<file path="src/rtl/mps_pkg.sv">
package mps_pkg;

    typedef enum logic [1:0] {
        ST_S0 = 2'b00,
        ST_S3 = 2'b01,
        ST_S5 = 2'b10
    } pstate_e;

    typedef enum logic [1:0] {
        TM_OFF  = 2'b00,
        TM_HIZ  = 2'b01,
        TM_SOFT = 2'b10,
        TM_NORM = 2'b11
    } tmode_e;

    typedef struct packed {
        logic main_on;
        logic ref_on;
        logic in_reg;
    } rail_out_t;

    function automatic pstate_e pick_state(input logic bias, input logic men,
                                           input logic ten, input logic kill);
        if (!bias || !men || kill) return ST_S5;
        return ten ? ST_S0 : ST_S3;
    endfunction

endpackage

</file>
<file path="src/rtl/mps_guard.sv">
module mps_guard (
    input  logic clk,
    input  logic rst,
    input  logic bias_ok,
    input  logic vin_ok,
    input  logic main_en,
    input  logic hot,
    input  logic cool,
    input  logic fault,
    output logic kill
);
    logic therm_q;
    logic flt_q;
    logic cycled;

    assign cycled = !main_en || !bias_ok || !vin_ok;
    assign kill   = hot || fault || therm_q || flt_q;

    always_ff @(posedge clk) begin
        if (rst) begin
            therm_q <= 1'b0;
            flt_q   <= 1'b0;
        end else begin
            if (hot)       therm_q <= 1'b1;
            else if (cool) therm_q <= 1'b0;
            if (fault)       flt_q <= 1'b1;
            else if (cycled) flt_q <= 1'b0;
        end
    end

    // thermal hold persists without a cool-down sighting
    a_r7_therm_hold: assert property (@(posedge clk) disable iff (rst)
        (therm_q && !cool && !hot) |=> kill);

endmodule

</file>
<file path="src/rtl/mps_state.sv">
module mps_state
    import mps_pkg::*;
(
    input  logic      clk,
    input  logic      rst,
    input  logic      bias_ok,
    input  logic      vin_ok,
    input  logic      main_en,
    input  logic      term_en,
    input  logic      main_reg,
    input  logic      kill,
    output pstate_e   nxt,
    output pstate_e   st_q,
    output rail_out_t rails_q
);
    rail_out_t rails_d;

    always_comb begin
        nxt             = pick_state(bias_ok, main_en, term_en, kill);
        rails_d.main_on = (nxt != ST_S5) && vin_ok;
        rails_d.ref_on  = (nxt != ST_S5) && vin_ok;
        rails_d.in_reg  = (nxt != ST_S5) && vin_ok && main_reg;
    end

    always_ff @(posedge clk) begin
        if (rst) begin
            st_q    <= ST_S5;
            rails_q <= '0;
        end else begin
            st_q    <= nxt;
            rails_q <= rails_d;
        end
    end

    // main rail never active after an input-supply low sample
    a_r2_vin_gate: assert property (@(posedge clk) disable iff (rst)
        !vin_ok |=> !rails_q.main_on && !rails_q.ref_on);

endmodule

</file>
<file path="src/rtl/mps_term.sv">
module mps_term
    import mps_pkg::*;
#(
    parameter int SS_CYCLES = 128
) (
    input  logic    clk,
    input  logic    rst,
    input  pstate_e nxt,
    input  logic    main_reg,
    output tmode_e  mode_q,
    output logic    ilim_q
);
    localparam int CW = (SS_CYCLES > 2) ? $clog2(SS_CYCLES) : 1;
    localparam logic [CW-1:0] LAST = CW'(SS_CYCLES - 1);

    logic [CW-1:0] cnt_q, cnt_d;
    tmode_e        mode_d;
    logic          ilim_d;

    always_comb begin
        mode_d = mode_q;
        cnt_d  = cnt_q;
        ilim_d = ilim_q;
        if (nxt != ST_S0 || !main_reg) begin
            mode_d = (nxt == ST_S3) ? TM_HIZ : TM_OFF;
            cnt_d  = '0;
            ilim_d = 1'b0;
        end else begin
            unique case (mode_q)
                TM_OFF, TM_HIZ: begin
                    mode_d = TM_SOFT;
                    cnt_d  = '0;
                end
                TM_SOFT: begin
                    if (cnt_q == LAST) begin
                        mode_d = TM_NORM;
                        ilim_d = 1'b1;
                    end else begin
                        cnt_d = cnt_q + 1'b1;
                    end
                end
                default: mode_d = TM_NORM;
            endcase
        end
    end

    always_ff @(posedge clk) begin
        if (rst) begin
            mode_q <= TM_OFF;
            cnt_q  <= '0;
            ilim_q <= 1'b0;
        end else begin
            mode_q <= mode_d;
            cnt_q  <= cnt_d;
            ilim_q <= ilim_d;
        end
    end

    // high limit only after the full soft-start count
    a_r4_full_soft: assert property (@(posedge clk) disable iff (rst)
        $rose(ilim_q) |-> ($past(mode_q) == TM_SOFT && $past(cnt_q) == LAST));
    // termination stays off without main regulation
    a_r3_wait_main: assert property (@(posedge clk) disable iff (rst)
        !main_reg |=> mode_q != TM_SOFT && mode_q != TM_NORM);
    // normal mode is reached only through soft-start
    a_r9_norm_path: assert property (@(posedge clk) disable iff (rst)
        mode_q == TM_NORM |-> ($past(mode_q) == TM_SOFT || $past(mode_q) == TM_NORM));

endmodule

</file>
<file path="src/rtl/mem_pwr_seq.sv">
module mem_pwr_seq
    import mps_pkg::*;
#(
    parameter int SS_CYCLES = 128
) (
    input  logic       clk,
    input  logic       rst,
    input  logic       bias_ok,
    input  logic       vin_ok,
    input  logic       main_en,
    input  logic       term_en,
    input  logic       main_reg,
    input  logic       hot,
    input  logic       cool,
    input  logic       fault,
    output logic       main_on,
    output logic       ref_on,
    output logic [1:0] term_mode,
    output logic       ilim_hi,
    output logic       in_reg,
    output logic [1:0] state
);
    logic      kill;
    pstate_e   nxt, st_q;
    rail_out_t rails_q;
    tmode_e    mode_q;

    mps_guard u_guard (
        .clk(clk), .rst(rst), .bias_ok(bias_ok), .vin_ok(vin_ok),
        .main_en(main_en), .hot(hot), .cool(cool), .fault(fault), .kill(kill)
    );

    mps_state u_state (
        .clk(clk), .rst(rst), .bias_ok(bias_ok), .vin_ok(vin_ok),
        .main_en(main_en), .term_en(term_en), .main_reg(main_reg),
        .kill(kill), .nxt(nxt), .st_q(st_q), .rails_q(rails_q)
    );

    mps_term #(.SS_CYCLES(SS_CYCLES)) u_term (
        .clk(clk), .rst(rst), .nxt(nxt), .main_reg(main_reg),
        .mode_q(mode_q), .ilim_q(ilim_q_w)
    );

    logic ilim_q_w;

    assign main_on   = rails_q.main_on;
    assign ref_on    = rails_q.ref_on;
    assign in_reg    = rails_q.in_reg;
    assign term_mode = mode_q;
    assign ilim_hi   = ilim_q_w;
    assign state     = st_q;

    // bias loss turns everything off
    a_r1_bias_off: assert property (@(posedge clk) disable iff (rst)
        !bias_ok |=> state == ST_S5 && !main_on && term_mode == TM_OFF);
    // over-temperature forces the off state
    a_r7_hot_off: assert property (@(posedge clk) disable iff (rst)
        hot |=> state == ST_S5 && !main_on && !ref_on);
    // a fault request turns the rails off
    a_r8_fault_off: assert property (@(posedge clk) disable iff (rst)
        fault |=> !main_on && !ref_on && !in_reg);
    // termination inactive while its enable is low
    a_r5_no_term: assert property (@(posedge clk) disable iff (rst)
        !term_en |=> term_mode != TM_SOFT && term_mode != TM_NORM);

endmodule

</file>
<file path="config.mk">
export PLATFORM = sky130hd
export DESIGN_NAME = mem_pwr_seq
export DESIGN_NICKNAME = d
export VERILOG_FILES = /design/src/rtl/mps_pkg.sv /design/src/rtl/mps_guard.sv /design/src/rtl/mps_state.sv /design/src/rtl/mps_term.sv /design/src/rtl/mem_pwr_seq.sv
export SDC_FILE = /design/constraint.sdc
export NUM_CORES = 1
export LEC_CHECK = 0
export BUFFER_PORTS_ARGS = -buffer_cell sky130_fd_sc_hd__buf_4
export CELL_PAD_IN_SITES_DETAIL_PLACEMENT = 0
export CELL_PAD_IN_SITES_GLOBAL_PLACEMENT = 2
export CORE_ASPECT_RATIO = 0.9
export CORE_MARGIN = 2
export CORE_UTILIZATION = 30
export CTS_CLUSTER_DIAMETER = 50
export DETAILED_ROUTE_END_ITERATION = 6
export PLACE_DENSITY_LB_ADDON = 0.12
export SLEW_MARGIN = 0
export SYNTH_ARGS = -nofsm -noshare
export SYNTH_HDL_FRONTEND = slang
export SYNTH_HIERARCHICAL = 1
export SYNTH_SLANG_ARGS = --single-unit
</file>
<file path="constraint.sdc">
create_clock -name clk -period 2.2 [get_ports clk]
set_clock_uncertainty 0.1 [all_clocks]
set_input_delay 0.33 -clock clk [delete_from_list [all_inputs] [get_ports clk]]
set_output_delay 0.33 -clock clk [all_outputs]
set_load 0.05 [all_outputs]
</file>
==> results_dict.tcl, run 1 <==
set metrics [dict create \
    relSlewSlack_pct 75.14 \
    grt_pass1_vias 498 \
    ys_async_sr_fraction_pct 0 \
    finalWirelength_mm 1.372 \
    critPathKind "reg2reg" \
    period_share_pct 92.30 \
    layout_commonest_cell "buf_4" \
    rsz0062_at_grt "no" \
    die_h_um 50.62 \
    register_area_um2 320.3 \
    hold_class "in2reg" \
    cts_setup_buffers 0 \
    cts.path.max_buffers 2 \
    end_kind "flip-flop" \
    wire_per_inst_um 11.73 \
    core_um2 2222 \
    die_area_um2 2825 \
    ios 18 \
    gr-total-overflow 0 \
    cts_resized 0 \
    via_per_inst 4.650 \
    critPathMaxFanout 10 \
    n_fill_cell 233 \
    required_ns 2.31 \
    grt_usage_pct 10.60 \
    hp-start "term_en" \
    num_vias 544 \
    synth_cell_types 30 \
    area_delta_synth_final_pct 24.70 \
    start_util_pct 32.60 \
    r2r-start "u_guard/flt_q" \
    die_w_um 55.80 \
    multi_input_area_um2 366.6 \
    cap_violations 0 \
    tightest_slew_ns 0.3725 \
    portBuffers 17 \
    avgSynthCellArea_um2 10.20 \
    final_core_util_pct 40.65 \
    nNetsFinal 102 \
    grt_start_max_net_pins 13 \
    finalSetupTns_ns 0 \
    worstSetupStartpointType "flip-flop" \
    setup-violations-final 0 \
    drive_gt1_share_pct 33.33 \
    synth_warnings 6 \
    rows 16 \
    drt.antenna.violating_nets 0 \
    hold_viol 0 \
    clkTransAtPathRegs_ns 0.08 \
    crit_start "u_guard/flt_q" \
    synth_area_um2 724.4 \
    ys_seq_area_share_pct 44.21 \
    final.min_clock_period_ns 2.031 \
    fin_total_pwr_mw 0.5114 \
    instances_no_fill 117 \
    cts_hold_buffers 0 \
    routabilityCongestion 0.6816 \
    syn_inst 71 \
    crit_arrival_ns 2.14 \
    drtIter0Drc 12 \
    path_cells "or4_1 -> nand3b_1 -> nor4b_4 -> buf_4 -> nand3_1 -> mux2i_1" \
    synth-edff-count 0 \
    antenna_found_initial 0 \
    htree_levels 1 \
    synth_nets 82 \
    grt_first_pass_wirelength_mm 2.249 \
    drc 0 \
    power_leakage_nw 0.3534 \
    dp_hpwl_mm 1.066 \
    dpl-instance-area_um2 867.1 \
    drt_first_pass_iters 3 \
    drv_slew 0 \
    synth-seq-cells 16 \
    power_density_nw_per_um2 566.1 \
    ir_drop_mv 0.2800 \
    max_freq_mhz 492.5 \
    finalInstanceArea_um2 903.4 \
    dp.cells 113 \
    critPathSlowestCell "or4_1" \
    cts_tree "yes" \
    n_antenna_cell 0 \
    synth_ff_type "dfxtp_1" \
    slowest_delay_ns 0.52 \
    cts.sinks 16 \
    cts_buffers 3 \
    outcome "completed" \
    layout_common_cells "buf_4, dfxtp_1, nand3_1, nor2_1" \
    insertion_delay_ns 0.28 \
    cts_root_buf "clkbuf_4" \
]
[metal layers]
layer | vias to the layer above | part of all wire (%) | GRT usage [%]
met4 | 0 | 0.87 | 4.878
met1 | 233 | 55 | 14.15
met3 | 2 | 5.5 | 4.897
met5 | - | 0 | 0
met2 | 10 | 38 | 14.29
li1 | 299 | - | -
[worst paths after layout]
check / cells past startpoint / end / slack (ns)
worst min register to register: 2 / u_guard/therm_q / 0.39
worst max register to register: 6 / u_term/cnt_q[3] / 0.17
worst max-delay path: 6 / u_term/cnt_q[3] / 0.17
worst min-delay path: 2 / u_state/st_q[0] / 0.12
[final cells by class]
class                      instances  area share (%)
sequential                        16           35.46
tap                               27           3.740
timing repair buffer              18           14.96
inverter                           3           1.247
clock buffer                       4           4.017
multi-input combinational         49           40.58
[through the flow]
step	hold slack [ns]	setup WS [ns]
after floorplan	0.2991	0.3095
after global placement	0.3659	0.06229
after detailed placement	0.3763	0.03964
after CTS	0.1011	0.1572
after global routing	0.08939	0.05069
final	0.1173	0.1694
[sequential cells by signal, summed over array words and instances (netlist names)]
register / count
u_term/cnt_q: 7
u_state/rails_q: 2
u_state/st_q: 2
u_term/mode_q: 2
u_guard/flt_q: 1
u_guard/therm_q: 1
u_term/ilim_q: 1
[where the power goes]
part / total [mW] / switching (mW) / internal [mW]
Clock: 0.190 / 0.0895 / 0.101
Combinational: 0.0273 / 0.0118 / 0.0155
Sequential: 0.294 / 0.00154 / 0.292
[critical path: cells and delay by family (launching register included)]
family,cells,cell delay (ns)
flops,1,0.31
buf+inv,1,0.20
simple gates,4,1.21
mux,1,0.15
[cell families (layout without fill, tap and decap cells)]
logic type / after synthesis / count (layout) / share of synthesized area (%)
compound gates: 10 / 10 / 10.54
fa+ha+maj: 1 / 1 / 1.727
buf+inv: 6 / 25 / 5.181
flops: 16 / 16 / 44.21
mux: 4 / 4 / 5.527
simple gates: 34 / 34 / 32.81
[synthesized netlist by cell type, types with 2 or more instances]
cell | instances | area, um2
a21oi_1 | 2 | 10.01
mux2i_1 | 4 | 40.04
inv_1 | 3 | 11.26
nand3_1 | 7 | 35.03
buf_4 | 2 | 15.01
and3_4 | 2 | 22.52
and3_1 | 2 | 12.51
a41oi_1 | 2 | 17.52
nand2_1 | 4 | 15.01
dfxtp_1 | 16 | 320.3
nor2_1 | 5 | 18.77
nand3b_1 | 4 | 30.03
Note: power is estimated with default switching activity, not from simulation.
==> inputs of run 2 (changes only) <==
--- a/config.mk
+++ b/config.mk
@@ -10,12 +10,11 @@
 export CELL_PAD_IN_SITES_GLOBAL_PLACEMENT = 2
 export CORE_ASPECT_RATIO = 0.9
 export CORE_MARGIN = 2
-export CORE_UTILIZATION = 30
+export CORE_UTILIZATION = 29
 export CTS_CLUSTER_DIAMETER = 50
 export DETAILED_ROUTE_END_ITERATION = 6
 export PLACE_DENSITY_LB_ADDON = 0.12
 export SLEW_MARGIN = 0
 export SYNTH_ARGS = -nofsm -noshare
 export SYNTH_HDL_FRONTEND = slang
-export SYNTH_HIERARCHICAL = 1
 export SYNTH_SLANG_ARGS = --single-unit
==> results_dict.tcl, run 2 <==
set metrics [dict create \
    power_density_nw_per_um2 618.7 \
    synth_top_area_share_pct 50.49 \
    setup_ws_ns 0.5395 \
    cts_setup_buffers 0 \
    num_vias 529 \
    synth_top_area_cell "dfxtp_1" \
    synth.area.top_cells "dfxtp_1, nor2_1, a21oi_1" \
    portBuffers 17 \
    synth_compound_area_share_pct 11.44 \
    synthSimpleGateAreaFrac_pct 31.76 \
    power_leakage_nw 0.3315 \
    synth_cell_types 28 \
    via_per_inst 4.766 \
    drtIter0Drc 5 \
    synth_warnings 0 \
    cts_resized 0 \
    grt_pass1_vias 440 \
    setup-violations-final 0 \
    hold_viol 0 \
    ys_top_cells_by_count "dfxtp_1, nor2_1, a21oi_1, inv_1, nand2_1" \
    largest_register "u_term.cnt_q" \
    synth_top_family_by_area "simple AND/OR/NAND/NOR gates" \
    area_delta_synth_final_pct 29.98 \
    crit_start "u_guard.therm_q" \
    cts_root_buf "clkbuf_4" \
    htree_levels 1 \
    drive_gt1_share_pct 32.14 \
    synth-seq-cells 16 \
    antenna_found_initial 0 \
    cts.sinks 16 \
    dp_hpwl_um 929.5 \
    ys_async_sr_fraction_pct 0 \
    synth_nets 75 \
    cts_tree "yes" \
    final.min_clock_period_ns 1.660 \
    routabilityCongestion 0.6611 \
    grt_start_max_net_pins 10 \
    drv_slew 0 \
    critPathMaxFanout 7 \
    yosys.area_share.xor_xnor_pct 1.381 \
    hold_class "in2reg" \
    ir_drop_mv 0.3347 \
    r2r_end "u_term.cnt_q[3]" \
    relSlewSlack_pct 77.52 \
    clkTransAtPathRegs_ns 0.09 \
    insertion_delay_ns 0.28 \
    synth-edff-count 0 \
    rr_worst_depth 4 \
    drc 0 \
    core_um2 2122 \
    start_util_pct 29.89 \
    yosys.area_share.adder_pct 1.972 \
    cap_violations 0 \
    whs_ns 0.1415 \
    gr-total-overflow 0 \
    avgSynthCellArea_um2 9.912 \
    reg2reg_slack_ns 0.54 \
    r2r-start "u_guard.therm_q" \
    cts.path.max_buffers 2 \
    layout_commonest_cell "buf_4" \
    crit_arrival_ns 1.76 \
    required_ns 2.30 \
    ys_seq_area_share_pct 50.49 \
    period_share_pct 75.48 \
    end_kind "flip-flop" \
    drt_first_pass_iters 4 \
    tightest_slew_ns 0.3370 \
    synth_area_um2 634.4 \
    finalSetupTns_ns 0 \
    critPathKind "reg2reg" \
    die_w_um 53.30 \
    max_freq_mhz 602.2 \
    final_core_util_pct 38.86 \
    worstSetupStartpointType "flip-flop" \
    grt_first_pass_wirelength_mm 1.938 \
    post-place-ws_ns 0.4173 \
    layout_common_cells "buf_4, dfxtp_1, nor2_1, a21oi_1" \
    dp.cells 107 \
    finalWirelength_mm 1.185 \
    rsz0062_at_grt "no" \
    largest_register_ffs 7 \
    cts_hold_buffers 0 \
    drt.antenna.violating_nets 0 \
    instances_no_fill 111 \
    syn_inst 64 \
    n_fill_cell 231 \
    rows 16 \
    worstSetupEndpoint "u_term.cnt_q[3]" \
    nNetsFinal 96 \
    synth_most_common_cell "dfxtp_1" \
    ios 18 \
    cts_buffers 3 \
    die_h_um 48.37 \
    outcome "completed" \
    synth_ff_type "dfxtp_1" \
    n_antenna_cell 0 \
    wire_per_inst_um 10.68 \
    synth_mux_area_share_pct 0 \
    grt_usage_pct 10.31 \
    die_area_um2 2578 \
]
run 2: worst min path at each step:
stage / slack [ns] / start / depth (start not counted) / end
finish: 0.14 / rst / 2 / u_guard.therm_q
global route: 0.12 / rst / 2 / u_guard.therm_q
CTS: 0.13 / rst / 2 / u_guard.therm_q
detailed placement: 0.38 / u_term.ilim_q / 2 / u_term.ilim_q
global placement: 0.37 / u_term.ilim_q / 2 / u_term.ilim_q
floorplan: 0.30 / rst / 1 / u_guard.flt_q
run 2: cells by family (layout without fill, tap and decap cells):
| family | Yosys count | in the layout |
|---|---|---|
| simple gates | 30 | 30 |
| flops | 16 | 16 |
| compound gates | 12 | 12 |
| buf+inv | 4 | 24 |
| fa+ha+maj | 1 | 1 |
| xor+xnor | 1 | 1 |
run 2: cell type report:
cell class | count | area [um2] | share of cell area (%)
inverters | 3 | 11.26 | 1.366
multi-input cells | 44 | 295.3 | 35.81
flip-flops and latches | 16 | 320.3 | 38.85
well taps | 27 | 33.78 | 4.097
clock buffers | 4 | 36.28 | 4.401
repair buffers | 17 | 127.6 | 15.48
run 2: routing by layer:
layer	up-vias	share of wire [%]	wire length (um)	GRT usage [%]
li1	274	-	-	-
met1	244	49	583	14.59
met2	11	46	540	14.20
met3	0	5.2	62	3.704
met4	0	0	0	3.846
met5	-	0	0	0
run 2: power breakdown:
| part | total, mW | switching (mW) | leakage [nW] | internal, mW |
|---|---|---|---|---|
| Clock | 0.188 | 0.0872 | 0.0210 | 0.101 |
| Sequential | 0.294 | 0.00162 | 0.130 | 0.292 |
| Combinational | 0.0284 | 0.0135 | 0.181 | 0.0149 |
run 2: worst max-delay path, stage by stage, from the launching register on:
cell and delay (ns):
dfxtp_1 0.33, or4_4 0.54, nor3_4 0.24, nand4_4 0.18, a211oi_1 0.19
run 2: stage by stage:
stage / area, um2 / power [mW]
floorplan: 634.4 / 0.3102
global placement: 788.3 / 0.3295
detailed placement: 788.3 / 0.3295
CTS: 824.5 / 0.5247
global route: 824.5 / 0.5412
finish: 824.5 / 0.5101
